**config.mk**
```make
export PLATFORM = sky130hd
export DESIGN_NAME = intc_core
export DESIGN_NICKNAME = d
export VERILOG_FILES = /design/src/rtl/intc_pkg.sv /design/src/rtl/intc_edge_latch.sv /design/src/rtl/intc_pending.sv /design/src/rtl/intc_rank.sv /design/src/rtl/intc_seq.sv /design/src/rtl/intc_core.sv
export SDC_FILE = /design/constraint.sdc
export NUM_CORES = 1
export LEC_CHECK = 0
export ABC_AREA = 1
export BUFFER_PORTS_ARGS = -buffer_cell sky130_fd_sc_hd__buf_2
export CAP_MARGIN = 30
export CORE_UTILIZATION = 35
export DETAILED_ROUTE_END_ITERATION = 7
export PLACE_DENSITY = 0.66
export SYNTH_ARGS = -nofsm -noshare
export SYNTH_HDL_FRONTEND = slang
export SYNTH_SLANG_ARGS = --single-unit
```
**constraint.sdc**
```tcl
create_clock -name clk -period 1.6 [get_ports clk]
set_clock_uncertainty 0.2 [all_clocks]
set_input_delay 0.08 -clock clk [delete_from_list [all_inputs] [get_ports clk]]
set_output_delay 0.08 -clock clk [all_outputs]
set_load 0.05 [all_outputs]
```
**src/rtl/intc_pkg.sv**
```systemverilog
package intc_pkg;
    localparam int NUM_PERIPH = 8;
    localparam int NUM_EXT    = 2;
    localparam int NUM_SRC    = NUM_PERIPH + NUM_EXT + 1;
    localparam int VEC_W      = 16;
    localparam int REG_W      = 2 * NUM_EXT;
    localparam int EN_BASE    = 0;
    localparam int LAT_BASE   = NUM_EXT;
    localparam logic [VEC_W-1:0] RESET_VEC = 16'hFFFE;

    typedef enum logic [1:0] {
        ST_BOOT  = 2'd0,
        ST_RUN   = 2'd1,
        ST_SLEEP = 2'd2
    } seq_state_t;

    // Rank 0 is the highest priority.
    function automatic logic [VEC_W-1:0] src_vector(input int rank);
        logic [VEC_W-1:0] v;
        case (rank)
            0:       v = 16'hFFFC;
            1:       v = 16'hFFFA;
            2:       v = 16'hFFF6;
            3:       v = 16'hFFEE;
            4:       v = 16'hFFEC;
            5:       v = 16'hFFEA;
            6:       v = 16'hFFE8;
            7:       v = 16'hFFE6;
            8:       v = 16'hFFE4;
            9:       v = 16'hFFE2;
            10:      v = 16'hFFE0;
            default: v = RESET_VEC;
        endcase
        return v;
    endfunction
endpackage

```
**src/rtl/intc_edge_latch.sv**
```systemverilog
module intc_edge_latch #(
    parameter int SYNC_STAGES = 2
) (
    input  logic clk,
    input  logic rst_n,
    input  logic pin,
    input  logic wr_clr,
    output logic lat
);
    logic [SYNC_STAGES:0] smp_q;
    logic                 fall;

    always_ff @(posedge clk or negedge rst_n) begin
        if (!rst_n) begin
            smp_q <= '1;
        end else begin
            smp_q <= {smp_q[SYNC_STAGES-1:0], pin};
        end
    end

    assign fall = smp_q[SYNC_STAGES] & ~smp_q[SYNC_STAGES-1];

    always_ff @(posedge clk or negedge rst_n) begin
        if (!rst_n) begin
            lat <= 1'b0;
        end else begin
            lat <= fall | (lat & ~wr_clr);
        end
    end

    // a detected falling edge is held in the latch
    assert_fall_sets_R1: assert property (@(posedge clk) disable iff (!rst_n)
        fall |=> lat);
    // a clear with no edge empties the latch
    assert_clear_R2: assert property (@(posedge clk) disable iff (!rst_n)
        (wr_clr && !fall) |=> !lat);
endmodule

```
**src/rtl/intc_pending.sv**
```systemverilog
module intc_pending #(
    parameter int N = 8
) (
    input  logic         clk,
    input  logic         rst_n,
    input  logic [N-1:0] set_p,
    input  logic [N-1:0] clr_p,
    output logic [N-1:0] pend
);
    always_ff @(posedge clk or negedge rst_n) begin
        if (!rst_n) begin
            pend <= '0;
        end else begin
            pend <= (pend | set_p) & ~clr_p;
        end
    end

    // a flag-clear pulse always empties the pending bit
    assert_clear_wins_R4: assert property (@(posedge clk) disable iff (!rst_n)
        (|clr_p) |=> ((pend & $past(clr_p)) == '0));
endmodule

```
**src/rtl/intc_rank.sv**
```systemverilog
module intc_rank
    import intc_pkg::*;
#(
    parameter int N = NUM_SRC
) (
    input  logic [N-1:0]     req,
    output logic             any,
    output logic [VEC_W-1:0] vec
);
    always_comb begin
        any = 1'b0;
        vec = RESET_VEC;
        for (int i = N - 1; i >= 0; i--) begin
            if (req[i]) begin
                any = 1'b1;
                vec = src_vector(i);
            end
        end
    end
endmodule

```
**src/rtl/intc_seq.sv**
```systemverilog
module intc_seq
    import intc_pkg::*;
(
    input  logic clk,
    input  logic rst_n,
    input  logic insn_end,
    input  logic wfi_exec,
    input  logic iret_exec,
    input  logic stacked_i,
    input  logic mask_set,
    input  logic mask_clr,
    input  logic cand_any,
    output logic take,
    output logic wake,
    output logic cpu_run,
    output logic boot_fetch,
    output logic irq_mask
);
    seq_state_t state_q, state_d;
    logic       mask_d;

    always_ff @(posedge clk or negedge rst_n) begin
        if (!rst_n) begin
            state_q  <= ST_BOOT;
            irq_mask <= 1'b1;
        end else begin
            state_q  <= state_d;
            irq_mask <= mask_d;
        end
    end

    always_comb begin
        state_d    = state_q;
        take       = 1'b0;
        wake       = 1'b0;
        cpu_run    = 1'b1;
        boot_fetch = 1'b0;
        unique case (state_q)
            ST_BOOT: begin
                boot_fetch = 1'b1;
                state_d    = ST_RUN;
            end
            ST_RUN: begin
                take = insn_end & cand_any;
                if (wfi_exec && !take) state_d = ST_SLEEP;
            end
            ST_SLEEP: begin
                cpu_run = 1'b0;
                take    = cand_any;
                wake    = cand_any;
                if (cand_any) state_d = ST_RUN;
            end
            default: state_d = ST_BOOT;
        endcase

        if (take)                               mask_d = 1'b1;
        else if (iret_exec)                     mask_d = stacked_i;
        else if (state_q == ST_RUN && wfi_exec) mask_d = 1'b0;
        else if (mask_set)                      mask_d = 1'b1;
        else if (mask_clr)                      mask_d = 1'b0;
        else                                    mask_d = irq_mask;
    end

    // entry only at an instruction boundary while running
    assert_take_boundary_R5: assert property (@(posedge clk) disable iff (!rst_n)
        (take && cpu_run) |-> insn_end);
    // entering a handler masks further requests
    assert_mask_on_entry_R8: assert property (@(posedge clk) disable iff (!rst_n)
        take |=> irq_mask);
    // return restores the stacked mask bit
    assert_iret_restore_R9: assert property (@(posedge clk) disable iff (!rst_n)
        (iret_exec && !take) |=> (irq_mask == $past(stacked_i)));
    // wait instruction unmasks and gates the processor clock
    assert_wfi_unmask_R10: assert property (@(posedge clk) disable iff (!rst_n)
        (state_q == ST_RUN && wfi_exec && !take && !iret_exec) |=> (!irq_mask && !cpu_run));
endmodule

```
**src/rtl/intc_core.sv**
```systemverilog
module intc_core
    import intc_pkg::*;
(
    input  logic                  clk,
    input  logic                  rst_n,
    input  logic [NUM_EXT-1:0]    ext_pin,
    input  logic [NUM_PERIPH-1:0] periph_set,
    input  logic [NUM_PERIPH-1:0] periph_clr,
    input  logic [NUM_PERIPH-1:0] periph_en,
    input  logic                  trap_req,
    input  logic                  insn_end,
    input  logic                  wfi_exec,
    input  logic                  iret_exec,
    input  logic                  stacked_i,
    input  logic                  mask_set,
    input  logic                  mask_clr,
    input  logic                  reg_we,
    input  logic [REG_W-1:0]      reg_wdata,
    output logic [REG_W-1:0]      reg_rdata,
    output logic                  take_irq,
    output logic [VEC_W-1:0]      vec_addr,
    output logic                  irq_mask,
    output logic                  wake,
    output logic                  cpu_run,
    output logic                  boot_fetch
);
    logic [NUM_EXT-1:0]    en_q;
    logic [NUM_EXT-1:0]    lat;
    logic [NUM_PERIPH-1:0] pend;
    logic [NUM_PERIPH-1:0] p_req;
    logic [NUM_EXT-1:0]    e_req;
    logic                  trap_c;
    logic [NUM_SRC-1:0]    src;
    logic                  cand_any;
    logic [VEC_W-1:0]      rank_vec;

    always_ff @(posedge clk or negedge rst_n) begin
        if (!rst_n) begin
            en_q <= '0;
        end else if (reg_we) begin
            en_q <= reg_wdata[EN_BASE +: NUM_EXT];
        end
    end

    for (genvar g = 0; g < NUM_EXT; g++) begin : g_edge
        intc_edge_latch #(.SYNC_STAGES(2)) i_edge (
            .clk    (clk),
            .rst_n  (rst_n),
            .pin    (ext_pin[g]),
            .wr_clr (reg_we & ~reg_wdata[LAT_BASE + g]),
            .lat    (lat[g])
        );
    end

    intc_pending #(.N(NUM_PERIPH)) i_pend (
        .clk   (clk),
        .rst_n (rst_n),
        .set_p (periph_set),
        .clr_p (periph_clr),
        .pend  (pend)
    );

    assign reg_rdata = {lat, en_q};

    assign p_req  = pend & periph_en & {NUM_PERIPH{~irq_mask}};
    assign e_req  = lat & en_q & {NUM_EXT{~irq_mask}};
    assign trap_c = trap_req & cpu_run;

    // Sources in rank order, rank 0 first.
    assign src = {p_req[7], p_req[6], p_req[5], e_req[0], e_req[1],
                  p_req[4], p_req[3], trap_c, p_req[2], p_req[1], p_req[0]};

    intc_rank #(.N(NUM_SRC)) i_rank (
        .req (src),
        .any (cand_any),
        .vec (rank_vec)
    );

    intc_seq i_seq (
        .clk        (clk),
        .rst_n      (rst_n),
        .insn_end   (insn_end),
        .wfi_exec   (wfi_exec),
        .iret_exec  (iret_exec),
        .stacked_i  (stacked_i),
        .mask_set   (mask_set),
        .mask_clr   (mask_clr),
        .cand_any   (cand_any),
        .take       (take_irq),
        .wake       (wake),
        .cpu_run    (cpu_run),
        .boot_fetch (boot_fetch),
        .irq_mask   (irq_mask)
    );

    assign vec_addr = rank_vec;

    // with the mask set, only the trap may be taken
    assert_trap_unmasked_R6: assert property (@(posedge clk) disable iff (!rst_n)
        (take_irq && irq_mask) |-> (trap_req && vec_addr == 16'hFFEE));
    // the top-ranked peripheral always wins when unmasked
    assert_top_rank_R7: assert property (@(posedge clk) disable iff (!rst_n)
        (take_irq && !irq_mask && pend[0] && periph_en[0]) |-> (vec_addr == 16'hFFFC));
    // a disabled edge source alone never causes entry
    assert_edge_gate_R3: assert property (@(posedge clk) disable iff (!rst_n)
        (take_irq && !trap_req && ((pend & periph_en) == '0) && ((lat & en_q) == '0)) |-> 1'b0);
endmodule

```
Yosys cells after proc, flatten, opt, wreduce, memory -nomap -nowiden
Cells that the tools add are included.
- equal/unequal tests: 4
- mux-type cells: 34
- bitwise gates (word level): 24
- reductions and logical operators: 6
- operators with widths (operator ; count):
    $mux W5 ; 11
    $and A8 B8 Y8 ; 3
    $mux W1 ; 19
    $and A1 B1 Y1 ; 8
    $not A8 Y8 ; 1
    $or A8 B8 Y8 ; 1
    $not A1 Y1 ; 7
    $pmux W2 S3 ; 1
    $reduce_bool A5 Y1 ; 1
    $and A2 B2 Y2 ; 2
    $mux W2 ; 2
    $ne A2 B1 Y1 const B ; 2
    $eq A2 B1 Y1 const B ; 1
    $eq A2 B2 Y1 const B ; 1
    $logic_and A1 B1 Y1 ; 2
    $logic_not A2 Y1 ; 1
    $or A1 B1 Y1 ; 2
    $pmux W1 S2 ; 1
    $reduce_and A2 Y1 ; 1
    $logic_not A1 Y1 ; 1
- register bits: 21
- bits of input ports: 40
- output and inout port bits: 25
- word-level logic and storage cells: 76

Longest topological paths before layout
Gate-level depths: netlist (run 1).
- depth in word-level cells: 18
- depth in mapped cells: 11
- gate-level depth less buffers: 11

Hierarchy
A second synthesis (run 1) with hierarchy kept.
- cells, all modules: 164
- area total of the unflattened synthesis: 1212.4 um^2
- modules (own cells, without submodules) (module ; times used ; cells each ; area an instance (um^2) ; seq. area each (um^2)):
    intc_seq ; 1 ; 41 ; 277.8 ; 76.3
    intc_pending ; 1 ; 24 ; 260.2 ; 200.2
    intc_rank ; 1 ; 47 ; 251.5 ; 0.0
    intc_edge_latch ; 2 ; 9 ; 122.6 ; 103.8
    intc_core ; 1 ; 34 ; 177.7 ; 50.0

Worst setup path before layout (run 1)
No wires, ideal clock.
- path type: reg2out
- from: register i_seq.irq_mask
- to: output port vec_addr[1]
- arrival time: 1986 ps
- data required time: 1320 ps
- path slack: -666 ps
- stages on the path, launching flop included: 10
- buffers on the path: 1
- cell sequence: dfstp_2 > inv_2 > buf_12 > nand3_2 > o21ai_1 > nand2_1 > nand2_1 > nand2_1 > nand2_1 > a21boi_1
- word-level cells in the longest chain between the ends: 13
- elaborated cells between the ends (all ways): 14
- those cells by class: mux (11); bitwise (3)
- RTL lines (element ; RTL line ; RTL):
    start: declaration ; intc_seq.sv:17 ; output logic irq_mask
    start signal: assignment ; intc_seq.sv:28 ; irq_mask <= mask_d;
    $not A1 Y1 (*) ; intc_core.sv:65, intc_core.sv:66 ;
    $and A8 B8 Y8 ; intc_core.sv:65 ; assign p_req = pend & periph_en & {NUM_PERIPH{~irq_mask}};
    $mux W5 (10 in a row) ; intc_rank.sv:14 ; if (req[i]) begin
    $mux W5 (*) ; intc_rank.sv:14 ;
    end: declaration ; intc_core.sv:21 ; output logic [VEC_W-1:0] vec_addr,
Mark *: on every way between the ends. The rest lies on a longest branch, timed or not.

Worst setup path in the final report (run 1)
- from: register i_seq.irq_mask
- to: output port take_irq
- word-level cells in the longest chain between the ends: 15
- elaborated cells between the ends (all ways): 16
- those cells by class: mux (12); bitwise (4)
- RTL lines (element ; RTL line ; RTL):
    $not A1 Y1 (*) ; intc_core.sv:65, intc_core.sv:66 ;
    $and A8 B8 Y8 ; intc_core.sv:65 ;
    $mux W1 (10 in a row) ; intc_rank.sv:14 ;
    $mux W1 (*) ; intc_rank.sv:14 ;
    $and A1 B1 Y1 ; intc_seq.sv:44 ; take = insn_end & cand_any;
    $pmux W1 S2 (*) ; intc_seq.sv:38 ; unique case (state_q)
    end: declaration ; intc_core.sv:20 ; output logic take_irq,
Marks and branches as above.

==> results of run 1 <==
==> stage by stage <==
step	setup slack, ns	hold slack (ns)	setup TNS (ns)
2_1_floorplan	-0.363	-0.416	-2.34
3_3_place_gp	-0.250	-0.140	-1.68
3_5_place_dp	-0.282	-0.133	-1.89
4_1_cts	-0.417	0.0431	-2.37
5_1_grt	-0.549	0.118	-3.31
6_report	-0.409	0.0407	-2.30
==> final cells by class <==
| type | count | area, µm² |
|---|---|---|
| Sequential cell | 21 | 534 |
| Multi-Input combinational cell | 99 | 703 |
| Timing Repair Buffer | 99 | 748 |
| Clock buffer | 3 | 41.3 |
| Inverter | 13 | 57.6 |
| Tap cell | 46 | 57.6 |
| Fill cell | 300 | 1320 |
| Clock inverter | 1 | 7.51 |
==> registers in the layout, indices dropped and copies added, names as in the netlist <==
name                 flops
en_q                     2
g_edge.i_edge.lat        2
g_edge.i_edge.smp_q      6
i_pend.pend              8
i_seq.irq_mask           1
i_seq.state_q            2
==> worst min-delay path, cell delays in order <==
cell,delay (ns)
buf_2,0.10
nand2_1,0.06
inv_2,0.04
nand2_4,0.05
nand2_1,0.04
nand2_1,0.07
nand2_1,0.06
==> layer usage <==
layer / wire length (µm) / track usage [%] / up-vias
li1: - / - / 610
met1: 1270 / 20.4 / 550
met2: 1740 / 32.9 / 44
met3: 121 / 2.54 / 9
met4: 82 / 8.52 / 0
met5: 0 / 0 / -
==> power groups by stage <==
stage | Combinational, mW | Clock, mW | Sequential (mW)
3_5_place_dp | 1.34 | 0 | 0.664
3_3_place_gp | 1.33 | 0 | 0.662
2_1_floorplan | 0.971 | 0 | 0.721
6_report | 1.60 | 0.378 | 0.670
4_1_cts | 1.58 | 0.385 | 0.669
5_1_grt | 1.72 | 0.406 | 0.680
==> cells in the final DEF, fill, tap and decap left out <==
master         count
nand2_1           23
ha_4               2
nor2_8             1
clkinvlp_4         2
dfrtp_1           14
nand3_2            5
a22oi_1            1
o21bai_4           1
nand2_4            5
nand3_4            7
conb_1            12
o21ai_0            1
and3_1             1
buf_8              1
nor3_1             1
inv_6              1
nand4_2            1
inv_1              5
nand2_2            4
dlygate4sd3_1     32
buf_6              8
dfstp_2            7
nor2_4             2
a21oi_1            2
nor2_1            19
clkbuf_8           3
inv_2              6
o21bai_1           1
buf_2             45
o21ai_1            5
a21boi_4           1
nand4_1            2
ha_1               2
buf_4             13
==> cells by family after synthesis <==
group,after synthesis,synth area share (%)
flops,21,40.7
other cells,2,0.573
simple gates,71,36.3
compound gates,12,5.34
fa+ha+maj,4,3.82
buf+inv,28,13.3
==> repair_timing <==
action | in CTS | in global routing
hold buffers | 32 | 0
cloned | 0 | 0
endpoints found under the hold margin | 37 | 0
endpoints found under the setup margin | 10 | 11
pin swaps | 1 | 1
gates resized for setup | 22 | 4
==> worst min path at each step <==
stage	to	slack (ns)	startpoint
finish	i_seq.irq_mask	0.04	insn_end
floorplan	en_q[0]	-0.42	rst_n
detailed placement	en_q[1]	-0.13	rst_n
CTS	i_seq.irq_mask	0.04	insn_end
global placement	en_q[1]	-0.14	rst_n
global route	i_seq.irq_mask	0.12	insn_end
==> flow_summary.ini, run 1 <==
[critical_path]
cp_top_family = simple AND/OR/NAND/NOR gates
reg2reg_slack_ns = -0.10
cp.required_ns = 1.32
crit_start = i_seq.irq_mask
endpoint_kind = output pin
cp-start-kind = flip-flop
crit_buf_inv = 3
regToRegEndpoint = i_seq.state_q[0]
max_stage_delay_ns = 0.57
criticalPathCategory = flip-flop to output pin
cp_data_arrival_time_ns = 1.73
endpoint = take_irq
crit_path_max_fanout = 11
slowest_stage = dfstp_2
cp.depth = 10
worstReg2RegStart = i_seq.irq_mask
r2r_cells = 10
path_cells = inv_6 > nand3_4 > nand2_4 > nor2_8 > nand3_4 > nand2_4 > nand2_1 > nand2_1 > inv_1 > buf_6

[pwr]
clkPwrFrac_pct = 14.3
p_sw_mw = 1.21
ir_drop_v = 0.000548
p_int_mw = 1.44
finalPower_mw = 2.65
power.density_mw_per_mm2 = 1230
swShare_pct = 45.8
power_frac_seq_pct = 25.3
p_leak_nw = 1.09
power_frac_comb_pct = 60.4

[floorplan]
die_area_mm2 = 0.00400
initial_core_util_pct = 37.8
rows = 21
core_mm2 = 0.00347
die_h_um = 63.2
die_w_um = 63.2
num_io_pins = 65

[finish]
num-nets-final = 281
final_cell_area_mm2 = 0.00215
antenna-diode-count = 0
syn_to_final_growth_pct = 63.9
postLayoutCoreUtil_pct = 62.0
final_cells = 282
drive_gt1_share_pct = 48.7

[cts]
root_buffer = clkbuf_8
cts_num_sinks = 21
numCtsBuffers = 3
cts_setup_buffers = 0
cts_buffer_depth = 2
tritoncts = done
path_clk_slew_ns = 0.08
h-tree-depth = 1
clock_latency_ns = 0.28

[hold_path]
hp-class = input port to flip-flop
hold_depth = 7

[synth]
seq_area_frac_synth_pct = 40.7
synth_cells = 138
yosysTopAreaCell = dfrtp_1
synth-seq-cells = 21
synthArstFlopShare_pct = 100
synthFlopType = dfrtp_1
synth_top_area_share_pct = 26.7
yosys_warnings = 0
syn_area_per_cell_um2 = 9.50
synth_enable_flop_cells = 0
yosys-top-cells-count = nand2_1 (25), nor2_1 (19), buf_4 (14), dfrtp_1 (14), inv_1 (8)
syn_area_mm2 = 0.00131
yosysUniqueCellTypes = 27
netlist_top_cells_area = dfrtp_1 (27%), dfstp_2 (14%), nand3_4 (9.4%), buf_4 (8.0%), nand2_1 (7.2%)
synth_most_common_cell = nand2_1

[placed_design]
routabilityCongestion = 0.797
dp_hpwl_um = 2110
place_area_mm2 = 0.00169
port_buffers = 52
dp.cells = 246

[timing]
worst_slack_ns = -0.409
fin_crit_sh_pct = 126
fin_crit_ns = 2.01
setup_violations = 8
final_hold_viol_count = 0
grt_setup_unrepaired = true
fmax_mhz = 498
slew_viol_final = 0

[global_route]
grt_pass1_wl_um = 5530
grt_usage_pct = 18.0
grt_max_degree = 22
grt.overflow.total = 0
antenna_found_initial = 0
grt_pass1_vias = 1282

[detailed_routing]
drt-total-wl_um = 3220
antenna_left = 0
wl_per_cell_um = 11.4
drtIter0Drc = 14
via_per_inst = 4.30
drc = 0
via_count = 1213
dr.pass1.iters = 4

[status]
violations = setup timing
status = complete, but fails checks

[run]
max_cap_viol_count = 0
No activity file was read; power rests on OpenSTA's default activity.
==> run 2, diff against run 1 <==
- SKIP_CTS_REPAIR_TIMING: default -> 1
==> run 2 against run 1 <==
The run ends with hold timing, setup timing left. Die area did not move. Total power is 2.7% higher. Sequential share of layout area fell by 0.27 points. Sequential cell count did not move. Worst setup slack lost 0.043 ns.
==> flow_summary.ini, run 2 (synthesized netlist as in run 1, its figures left out) <==
[run]
max_cap_viol_count = 0

[detailed_routing]
via_per_inst = 4.31
dr.pass1.iters = 4
via_count = 1223
drtIter0Drc = 27
drt-total-wl_um = 3320
drc = 0
antenna_left = 0
wl_per_cell_um = 11.7

[global_route]
grt_max_degree = 22
grt_pass1_vias = 1058
grt.overflow.total = 0
antenna_found_initial = 0
grt_usage_pct = 14.4
grt_pass1_wl_um = 4460

[floorplan]
core_mm2 = 0.00347
rows = 21
initial_core_util_pct = 37.8
num_io_pins = 65
die_area_mm2 = 0.00400
die_w_um = 63.2
die_h_um = 63.2

[critical_path]
regToRegEndpoint = i_seq.state_q[0]
crit_buf_inv = 3
cp.required_ns = 1.32
path_common_cell = nand2_2
crit_start = i_seq.irq_mask
worstReg2RegStart = i_seq.irq_mask
slowest_stage = dfstp_2
max_stage_delay_ns = 0.64
cp_data_arrival_time_ns = 1.77
cp.depth = 10
path_cells = inv_8 > nand3_2 > nand2_2 > nor2_4 > nand3_4 > nand2_4 > nand2_2 > nand2_2 > inv_1 > buf_6
crit_path_max_fanout = 6
criticalPathCategory = flip-flop to output pin
r2r_cells = 10
endpoint = take_irq
reg2reg_slack_ns = -0.14
cp_top_family = flip-flops
cp-start-kind = flip-flop
endpoint_kind = output pin

[timing]
setup_violations = 9
fin_crit_ns = 2.05
grt_setup_unrepaired = true
fmax_mhz = 487
fin_crit_sh_pct = 128
worst_slack_ns = -0.452
slew_viol_final = 0
hold_slack_ns = -0.0146
final_hold_viol_count = 1

[finish]
largest_reg_flops = 8
layout_commonest_cell = buf_2
syn_to_final_growth_pct = 65.7
postLayoutCoreUtil_pct = 62.7
n_fill_cell = 309
reg_top3 = i_pend.pend x8, g_edge.i_edge.smp_q x6
final_cells = 284
antenna-diode-count = 0
top_register = i_pend.pend
drive_gt1_share_pct = 50.4
layout_common_cells = buf_2 (45), dlygate4sd3_1 (31), nand2_1 (20), nor2_1 (19), buf_4 (15)
num-nets-final = 283
multiInputGateArea_um2 = 711
regArea_um2 = 534

[placed_design]
dp.cells = 246
port_buffers = 52
dp_hpwl_um = 2110
post-place-ws_ns = -0.282
routabilityCongestion = 0.797

[cts]
cts_buffer_depth = 2
root_buffer = clkbuf_8
clock_latency_ns = 0.27
tritoncts = done
cts_num_sinks = 21
h-tree-depth = 1
path_clk_slew_ns = 0.08
numCtsBuffers = 3

[pwr]
ir_drop_v = 0.000543
p_leak_nw = 1.10
power.density_mw_per_mm2 = 1250

[status]
status = complete, but fails checks
violations = hold timing, setup timing

[hold_path]
hp-class = input port to flip-flop
## run 2: report_power, final
group	switching [mW]	leakage, nW	internal, mW
Clock	0.197	0.0217	0.177
Sequential	0.0775	0.246	0.610
Combinational	0.972	0.832	0.686
Total	1.25	1.10	1.47
## run 2: worst min-delay path by stage
| stage | slack, ns | cells past startpoint | endpoint | startpoint |
|---|---|---|---|---|
| after floorplan | -0.42 | 0 | en_q[0] | rst_n |
| after global placement | -0.14 | 1 | en_q[1] | rst_n |
| after detailed placement | -0.13 | 1 | en_q[1] | rst_n |
| after CTS | -0.44 | 1 | i_pend.pend[6] | rst_n |
| after global routing | 0.003 | 4 | i_seq.irq_mask | mask_clr |
| final | -0.01 | 4 | i_seq.irq_mask | mask_clr |
## run 2: tightest hold or removal path, stage by stage
cell,delay (ns)
buf_2,0.08
o21bai_1,0.06
a22oi_1,0.16
nand2_2,0.07
## run 2: layout make-up
type | count | share of cell area, %
timing repair buffer | 100 | 34.7
multi-input combinational | 99 | 32.7
sequential | 21 | 24.6
inverter | 13 | 2.76
tap | 46 | 2.65
clock buffer | 3 | 1.90
timing repair inverter | 1 | 0.403
clock inverter | 1 | 0.345
## run 2: through the flow
stage | hold WS [ns] | total power, mW | TNS [ns] | area (µm²)
after global routing | 0.00323 | 2.89 | -3.70 | 2170
after CTS | -0.437 | 2.39 | -3.85 | 1740
after detailed placement | -0.133 | 2.01 | -1.89 | 1690
after global placement | -0.140 | 1.99 | -1.68 | 1690
final | -0.0146 | 2.72 | -2.76 | 2170
after floorplan | -0.416 | 1.69 | -2.34 | 1390
## run 2: routing by layer
metal | track usage [%] | share of wire, % | vias up
met1 | 17.5 | 40 | 561
met5 | 0 | 0 | -
li1 | - | - | 613
met4 | 6.82 | 1.4 | 0
met3 | 2.54 | 4.0 | 5
met2 | 24.6 | 55 | 44
